==> src/rtl/upcnt_pwm_pkg.sv <==
package upcnt_pwm_pkg;

    typedef enum logic [0:0] {
        ST_IDLE = 1'b0,
        ST_RUN  = 1'b1
    } run_state_e;

    typedef enum logic [1:0] {
        TS_PERIOD = 2'b00,
        TS_CMP    = 2'b01,
        TS_EITHER = 2'b10,
        TS_NONE   = 2'b11
    } trig_src_e;

endpackage

==> src/rtl/pwm_prescaler.sv <==
module pwm_prescaler #(
    parameter int PSC_W = 8
) (
    input  logic             clk,
    input  logic             rst_n,
    input  logic             run,
    input  logic             restart,
    input  logic [PSC_W-1:0] div,
    output logic             tick
);
    logic [PSC_W-1:0] psc_q;

    assign tick = run && (psc_q == div);

    always_ff @(posedge clk or negedge rst_n) begin
        if (!rst_n) begin
            psc_q <= '0;
        end else if (restart || !run || tick) begin
            psc_q <= '0;
        end else begin
            psc_q <= psc_q + 1'b1;
        end
    end
endmodule

==> src/rtl/pwm_count_fsm.sv <==
module pwm_count_fsm
    import upcnt_pwm_pkg::*;
#(
    parameter int CNT_W = 16
) (
    input  logic             clk,
    input  logic             rst_n,
    input  logic             start,
    input  logic             stop,
    input  logic             clr,
    input  logic             oneshot,
    input  logic             tick,
    input  logic [CNT_W-1:0] period_in,
    input  logic [CNT_W-1:0] cmp_in,
    output logic             running,
    output logic [CNT_W-1:0] cnt,
    output logic [CNT_W-1:0] per_act,
    output logic [CNT_W-1:0] cmp_act,
    output logic             per_ev,
    output logic             cmp_ev,
    output logic             max_ev
);
    localparam logic [CNT_W-1:0] CNT_MAX = '1;

    run_state_e       state_q, state_d;
    logic             wrap, adv;
    logic [CNT_W-1:0] cnt_nx, per_nx, cmp_nx;

    always_comb begin
        wrap   = (cnt == per_act);
        cnt_nx = wrap ? '0 : cnt + 1'b1;
        per_nx = wrap ? period_in : per_act;
        cmp_nx = wrap ? cmp_in : cmp_act;
        adv    = (state_q == ST_RUN) && tick && !start && !stop && !clr;
        per_ev = adv && (cnt_nx == per_nx);
        cmp_ev = adv && (cnt_nx == cmp_nx) && (cmp_nx != per_nx);
        max_ev = adv && (cnt_nx == CNT_MAX);
    end

    always_comb begin
        state_d = state_q;
        unique case (state_q)
            ST_IDLE: if (start) state_d = ST_RUN;
            ST_RUN: begin
                if (start)                    state_d = ST_RUN;
                else if (stop)                state_d = ST_IDLE;
                else if (per_ev && oneshot)   state_d = ST_IDLE;
            end
        endcase
    end

    always_ff @(posedge clk or negedge rst_n) begin
        if (!rst_n) state_q <= ST_IDLE;
        else        state_q <= state_d;
    end

    always_ff @(posedge clk or negedge rst_n) begin
        if (!rst_n) begin
            cnt     <= '0;
            per_act <= '0;
            cmp_act <= '0;
        end else if (start) begin
            cnt     <= '0;
            per_act <= period_in;
            cmp_act <= cmp_in;
        end else if (stop) begin
            cnt     <= cnt;
        end else if (clr) begin
            cnt     <= '0;
        end else if (adv) begin
            cnt     <= cnt_nx;
            per_act <= per_nx;
            cmp_act <= cmp_nx;
        end
    end

    assign running = (state_q == ST_RUN);
endmodule

==> src/rtl/pwm_event_flags.sv <==
module pwm_event_flags
    import upcnt_pwm_pkg::*;
#(
    parameter int N_TRIG = 3
) (
    input  logic              clk,
    input  logic              rst_n,
    input  logic              per_ev,
    input  logic              cmp_ev,
    input  logic              max_ev,
    input  logic [1:0]        trig_sel,
    input  logic [N_TRIG-1:0] trig_en,
    input  logic [2:0]        flag_w1c,
    input  logic [N_TRIG-1:0] seen_w1c,
    output logic              period_flag,
    output logic              cmp_flag,
    output logic              max_flag,
    output logic [N_TRIG-1:0] trig,
    output logic [N_TRIG-1:0] trig_seen
);
    logic trig_ev;

    always_comb begin
        unique case (trig_src_e'(trig_sel))
            TS_PERIOD: trig_ev = per_ev;
            TS_CMP:    trig_ev = cmp_ev;
            TS_EITHER: trig_ev = per_ev || cmp_ev;
            TS_NONE:   trig_ev = 1'b0;
        endcase
    end

    always_ff @(posedge clk or negedge rst_n) begin
        if (!rst_n) begin
            period_flag <= 1'b0;
            cmp_flag    <= 1'b0;
            max_flag    <= 1'b0;
        end else begin
            period_flag <= per_ev || (period_flag && !flag_w1c[0]);
            cmp_flag    <= cmp_ev || (cmp_flag && !flag_w1c[1]);
            max_flag    <= max_ev || (max_flag && !flag_w1c[2]);
        end
    end

    for (genvar g = 0; g < N_TRIG; g++) begin : g_target
        always_ff @(posedge clk or negedge rst_n) begin
            if (!rst_n) begin
                trig[g]      <= 1'b0;
                trig_seen[g] <= 1'b0;
            end else begin
                trig[g]      <= trig_ev && trig_en[g];
                trig_seen[g] <= (trig_ev && trig_en[g]) || (trig_seen[g] && !seen_w1c[g]);
            end
        end
    end
endmodule

==> src/rtl/upcnt_pwm.sv <==
module upcnt_pwm #(
    parameter int CNT_W  = 16,
    parameter int PSC_W  = 8,
    parameter int N_TRIG = 3
) (
    input  logic              clk,
    input  logic              rst_n,
    input  logic              start_i,
    input  logic              stop_i,
    input  logic              clr_cnt_i,
    input  logic              oneshot_i,
    input  logic [PSC_W-1:0]  prescale_i,
    input  logic [CNT_W-1:0]  period_i,
    input  logic [CNT_W-1:0]  cmp_i,
    input  logic              invert_i,
    input  logic              out_en_i,
    input  logic [1:0]        trig_sel_i,
    input  logic [N_TRIG-1:0] trig_en_i,
    input  logic [2:0]        flag_w1c_i,
    input  logic [N_TRIG-1:0] seen_w1c_i,
    output logic              running_o,
    output logic [CNT_W-1:0]  cnt_o,
    output logic [CNT_W-1:0]  period_act_o,
    output logic [CNT_W-1:0]  cmp_act_o,
    output logic              pwm_o,
    output logic              pwm_oe_o,
    output logic              period_flag_o,
    output logic              cmp_flag_o,
    output logic              max_flag_o,
    output logic [N_TRIG-1:0] trig_o,
    output logic [N_TRIG-1:0] trig_seen_o
);
    logic tick, per_ev, cmp_ev, max_ev, raw_wave;

    pwm_prescaler #(.PSC_W(PSC_W)) u_psc (
        .clk     (clk),
        .rst_n   (rst_n),
        .run     (running_o),
        .restart (start_i || clr_cnt_i),
        .div     (prescale_i),
        .tick    (tick)
    );

    pwm_count_fsm #(.CNT_W(CNT_W)) u_fsm (
        .clk       (clk),
        .rst_n     (rst_n),
        .start     (start_i),
        .stop      (stop_i),
        .clr       (clr_cnt_i),
        .oneshot   (oneshot_i),
        .tick      (tick),
        .period_in (period_i),
        .cmp_in    (cmp_i),
        .running   (running_o),
        .cnt       (cnt_o),
        .per_act   (period_act_o),
        .cmp_act   (cmp_act_o),
        .per_ev    (per_ev),
        .cmp_ev    (cmp_ev),
        .max_ev    (max_ev)
    );

    pwm_event_flags #(.N_TRIG(N_TRIG)) u_flags (
        .clk         (clk),
        .rst_n       (rst_n),
        .per_ev      (per_ev),
        .cmp_ev      (cmp_ev),
        .max_ev      (max_ev),
        .trig_sel    (trig_sel_i),
        .trig_en     (trig_en_i),
        .flag_w1c    (flag_w1c_i),
        .seen_w1c    (seen_w1c_i),
        .period_flag (period_flag_o),
        .cmp_flag    (cmp_flag_o),
        .max_flag    (max_flag_o),
        .trig        (trig_o),
        .trig_seen   (trig_seen_o)
    );

    assign raw_wave = (cnt_o < cmp_act_o);
    assign pwm_oe_o = out_en_i;
    assign pwm_o    = out_en_i && (raw_wave ^ invert_i);
endmodule

==> config.mk <==
export PLATFORM = sky130hd
export DESIGN_NAME = upcnt_pwm
export DESIGN_NICKNAME = d
export VERILOG_FILES = /design/src/rtl/upcnt_pwm_pkg.sv /design/src/rtl/pwm_prescaler.sv /design/src/rtl/pwm_count_fsm.sv /design/src/rtl/pwm_event_flags.sv /design/src/rtl/upcnt_pwm.sv
export SDC_FILE = /design/constraint.sdc
export NUM_CORES = 1
export LEC_CHECK = 0
export ABC_AREA = 0
export BUFFER_PORTS_ARGS = -buffer_cell sky130_fd_sc_hd__buf_2
export CAP_MARGIN = 20
export CORE_MARGIN = 2
export CORE_UTILIZATION = 52
export DETAILED_ROUTE_END_ITERATION = 16
export GPL_ROUTABILITY_DRIVEN = 0
export PLACE_DENSITY = 0.74
export SLEW_MARGIN = 20
export SYNTH_ARGS = -nofsm -noshare
export SYNTH_HDL_FRONTEND = slang
export SYNTH_SLANG_ARGS = --single-unit
==> constraint.sdc <==
create_clock -name clk -period 6 [get_ports clk]
set_clock_uncertainty 0.05 [all_clocks]
set_input_delay 1.2 -clock clk [delete_from_list [all_inputs] [get_ports clk]]
set_output_delay 1.2 -clock clk [all_outputs]
set_load 0.05 [all_outputs]
# After elaboration in Yosys (flattened, before gate mapping)

Cells that the tools add are included.

Register bits: 66
Latch bits: 0
RAM bits: 0
Bits in read-only memories: 0
Bits of input ports: 59
Output and inout port bits: 60
Logic and storage cells: 97
Memories: 0

Add/sub/neg operators: 2
$mul: 0
Divide/modulo/power cells: 0
Magnitude comparators: 1
Equality and inequality tests: 11
Shift operators: 0
Multiplexer cells: 22
Bitwise gates (word level): 2
Reductions and logical operators: 45

Operator list:

| operator                                                              | number |
|---|---|
| 16-bit two-way mux                                                    | 15 |
| 16-bit equality test                                                  | 3 |
| 1-bit logical AND                                                     | 20 |
| 16-bit by 1-bit adder with 16-bit output, second input constant       | 1 |
| 16-bit equality test, second input constant                           | 1 |
| 16-bit < comparator                                                   | 1 |
| 16-bit != test                                                        | 1 |
| 1-bit logical NOT                                                     | 10 |
| 1-bit logical OR                                                      | 10 |
| 8-bit by 1-bit adder with 8-bit output, second input constant         | 1 |
| 8-bit equality test                                                   | 1 |
| 8-bit two-way mux                                                     | 1 |
| 2-bit equality test, second input constant                            | 2 |
| 1-bit two-way mux                                                     | 4 |
| 2-bit != test, second input constant                                  | 2 |
| 1-bit case mux with 4 select lines                                    | 1 |
| 3-bit AND reduction                                                   | 1 |
| 3-bit nonzero test                                                    | 1 |
| 2-bit by 1-bit equality test with 1-bit output, second input constant | 1 |
| 2-bit logical NOT                                                     | 1 |
| 1-bit case mux with 2 select lines                                    | 1 |
| 2-bit AND reduction                                                   | 1 |
| 2-bit nonzero test                                                    | 1 |
| 1-bit NOT                                                             | 1 |
| 1-bit XOR                                                             | 1 |

# Depth between registers and ports, before layout

Depth in word-level cells: 12
Depth in mapped cells: 12

# Modules after synthesis

A second synthesis with hierarchy kept.

Cell total of the unflattened synthesis: 501
Area, all modules: 4946.0 µm²

Modules (own cells, without submodules):

| module          | instances | cells an instance | area an instance (µm²) | sequential area each (µm²) |
|---|---|---|---|---|
| pwm_count_fsm   | 1         | 367               | 3637.2                 | 1226.2 |
| pwm_prescaler   | 1         | 46                | 471.7                  | 200.2 |
| upcnt_pwm       | 1         | 57                | 444.2                  | 0.0 |
| pwm_event_flags | 1         | 31                | 392.9                  | 225.2 |

# Least setup slack after synthesis

OpenSTA, ideal clock, no wires.

Path type: register to output
Start point: register u_fsm.cnt[1]
End point: output pwm_o
Arrival: 2.729 ns
Required time: 4.750 ns
Slack: 2.021 ns
Cell stages (with the launch flop): 10
Cells stage by stage: dfrtp_1 ha_1 a21o_1 a21o_1 a21o_1 a21o_1 a2111oi_0 o21ai_0 xnor2_1 and2_1

Cells in the longest elaborated chain, start to end: 3

RTL lines:

| element                  | RTL line            | text |
|---|---|---|
| start: declaration       | pwm_count_fsm.sv:16 | `output logic [CNT_W-1:0] cnt,` |
| start signal: assignment | pwm_count_fsm.sv:67 | `cnt <= cnt;` |
| start signal: assignment | pwm_count_fsm.sv:71 | `cnt <= cnt_nx;` |
| 16-bit < comparator      | upcnt_pwm.sv:80     | `assign raw_wave = (cnt_o < cmp_act_o);` |
| 1-bit XOR                | upcnt_pwm.sv:82     | `assign pwm_o = out_en_i && (raw_wave ^ invert_i);` |
| 1-bit logical AND        | upcnt_pwm.sv:82     |  |
| end: declaration         | upcnt_pwm.sv:25     | `output logic pwm_o,` |

No other way between the ends.

# Worst setup path in the final report

Same ends and word-level chain as after synthesis.

==> results.py <==
metrics = {
    "pwr": {
        "p_per_area_mw_per_mm2": 218,
        "p_leak_nw": 2.63,
        "ir_worst_vdd_uv": 164,
    },
    "logic_synthesis": {
        "netlist_instances": 505,
        "synthArstFlopShare_pct": 100,
        "synth_cell_type_count": 59,
        "ys_seq_elements": 66,
        "syn-num-nets": 581,
        "synth_area_per_cell_sq_um": 9.34,
        "ys_warn_count": 0,
        "synth_ff_type": "dfrtp_1",
        "synth_area_sq_mm": 0.00472,
        "synth_edf_count": 0,
        "yosysSeqAreaShare_pct": 35.0,
    },
    "finish": {
        "instances_no_fill": 726,
        "syn2layout_area_growth_pct": 18.1,
        "drive_gt1_share_pct": 27.8,
        "nNetsFinal": 689,
        "postLayoutCoreUtil_pct": 63.5,
        "final_cell_area_sq_mm": 0.00557,
        "n_antenna_cell": 0,
    },
    "drt": {
        "via_per_inst": 6.06,
        "drt_iter0_drc": 387,
        "routed_wl_um": 14000,
        "num_vias": 4397,
        "avgRoutedWirePerCell_um": 19.3,
        "detail-route-antenna-nets": 0,
        "drt_first_pass_iters": 5,
        "drc": 0,
    },
    "die": {
        "initial_core_util_pct": 53.8,
        "chipWidth_um": 99.2,
        "rows": 34,
        "core_sq_mm": 0.00876,
        "fp.dieH_um": 99.2,
        "die_area_sq_mm": 0.00985,
        "ioPinCount": 119,
    },
    "setup_path": {
        "startpoint_type": "flop",
        "arrival_ns": 3.10,
        "cpMaxStageDelayCell": "dfrtp_1",
        "critPathTopFamily": "compound AO/OA/AOI/OAI gates",
        "worstReg2RegEnd": "u_fsm.running",
        "required_ns": 4.75,
        "worstPathMaxFanout": 7,
        "crit_top_cell": "a21o_1",
        "path_cells": "ha_1 > a21o_1 > a21o_1 > a21o_1 > a21o_1 > a2111oi_0 > o21ai_0 > xnor2_1 > and2_1 > buf_2",
        "crit_type": "reg2out",
        "path_buf_inv": 1,
        "max_stage_delay_ns": 0.48,
        "cp-end-kind": "primary output",
        "reg2reg_depth": 9,
        "regToRegSetupSlack_ns": 2.31,
        "r2r_start": "u_fsm.cnt[2]",
    },
    "clock_network": {
        "cts.sinks": 66,
        "htree_levels": 3,
        "postCtsSetupRepairBufs": 0,
        "hold_buffers": 0,
        "cts-root-buf": "clkbuf_8",
        "clkLatencyLatePin_ns": 0.36,
        "cts_made_buffers": 9,
        "clockBufferDepth": 2,
        "cts_resized": 0,
        "cts_tree": "built",
        "clk_pin_slew_ns": 0.08,
    },
    "sta": {
        "setup_viol_count_final": 0,
        "rsz0062_at_grt": "no",
        "worstMarginPinSlew_ns": 0.868,
        "hold_viol": 0,
        "post-route-period-util_pct": 72.5,
        "drv_slew": 0,
        "timing.fmax_mhz": 230,
        "relSlewSlack_pct": 42.2,
        "whs_ns": 0.432,
        "fin_tns_setup_ns": 0,
        "post-route-min-period_ns": 4.35,
    },
    "min_path": {
        "worstHoldPathCells": 1,
        "hold_class": "reg2reg",
        "min_from": "u_flags.period_flag",
        "worstHoldEndpoint": "u_flags.period_flag",
    },
    "placed_design": {
        "dp.final_hpwl_um": 10700,
        "place_inst": 710,
        "port_buffers": 118,
        "place_area_sq_mm": 0.00535,
    },
    "job": {
        "drv_cap": 0,
    },
    "global_route": {
        "grt_pass1_vias": 4343,
        "grt_max_degree": 67,
        "grt_pass1_wl_um": 22300,
        "grt_usage_pct": 28.9,
        "antenna_found_initial": 0,
        "overflow": 0,
    },
    "status": {
        "outcome": "finished clean",
    },
}
## layout by cell type (no fill, tap or decap), drive strengths merged, types with 15 or more instances in the layout
cell type,synthesis,routed
ha,17,17
nor2,38,38
o21ai,27,27
inv,35,35
dfrtp,66,66
xor2,56,56
xnor2,34,34
nand3,15,15
nand2,25,25
mux2,32,32
nor4,24,24
buf,15,120
## how the worst max path moves through the flow
stage,startpoint,end,slack [ns],cells after the start
after global placement,u_fsm.cnt[1],pwm_o,2.01,10
after detailed placement,u_fsm.cnt[1],pwm_o,2.02,10
final,u_fsm.cnt[1],pwm_o,1.65,10
after CTS,u_fsm.cnt[1],pwm_o,1.63,10
after global routing,u_fsm.cnt[1],pwm_o,1.43,10
after floorplan,u_fsm.cnt[1],pwm_o,2.02,9
## per-stage QoR
stage	worst slack (ns)	power, W
after global routing	1.43	0.00126
after CTS	1.63	0.00122
after floorplan	2.02	0.000689
final	1.65	0.00122
after detailed placement	2.02	0.000795
after global placement	2.01	0.000787
## Yosys cell counts (9+ instances only)
cell type / n / area, sq um
mux2_2: 19 / 214
xnor2_1: 34 / 298
mux2_1: 13 / 146
nor2_1: 38 / 143
a21o_1: 9 / 67.6
nor4_1: 24 / 150
inv_1: 35 / 131
xor2_1: 56 / 490
a21oi_1: 10 / 50.1
nand2_1: 25 / 93.8
o21ai_0: 26 / 130
ha_1: 17 / 213
nand3_1: 14 / 70.1
buf_2: 10 / 50.1
nand4_1: 12 / 75.1
dfrtp_1: 66 / 1650
## layer usage
metal	global-route usage, %	part of all wire, %
met5	0	0
met1	38.5	41
met2	46.9	48
met4	9.80	2.0
met3	5.97	9.2
## cell families after synthesis
group,Yosys count,share of synthesized area (%)
AND/OR/NAND/NOR,157,17.5
XOR/XNOR,90,16.7
AO/OA/AOI/OAI,84,13.2
flip-flops,66,35.0
buffers and inverters,58,5.20
multiplexers,32,7.64
adder cells (fa/ha/maj),18,4.72
## worst register-to-register path: cells and delay by family (launching register included)
family           cells  cell delay (ns)
flip-flops           1             0.59
XOR/XNOR             1             0.31
AND/OR/NAND/NOR      5             1.55
AO/OA/AOI/OAI        3             1.09
## report_power, final
part,total (W),switching (W),internal [W]
clock,0.000427,0.000192,0.000235
combinational,0.000274,0.000181,0.0000928
sequential,0.000515,0.0000482,0.000467
## flip-flops by register name (all words and copies together) (netlist names)
signal	flops
u_fsm.cmp_act	16
u_fsm.cnt	16
u_fsm.per_act	16
u_psc.psc_q	8
u_flags.trig	3
u_flags.trig_seen	3
u_flags.cmp_flag	1
u_flags.max_flag	1
u_flags.period_flag	1
u_fsm.running	1
## cell type report
| class | count | area, sq um |
|---|---|---|
| timing repair buffer | 120 | 606 |
| sequential | 66 | 1650 |
| clock buffer | 10 | 128 |
| clock inverter | 6 | 91.3 |
| multi-input combinational | 381 | 2830 |
| inverter | 35 | 131 |
| fill | 764 | 3200 |
| tap | 108 | 135 |
No activity file was read; power rests on OpenSTA's default activity.
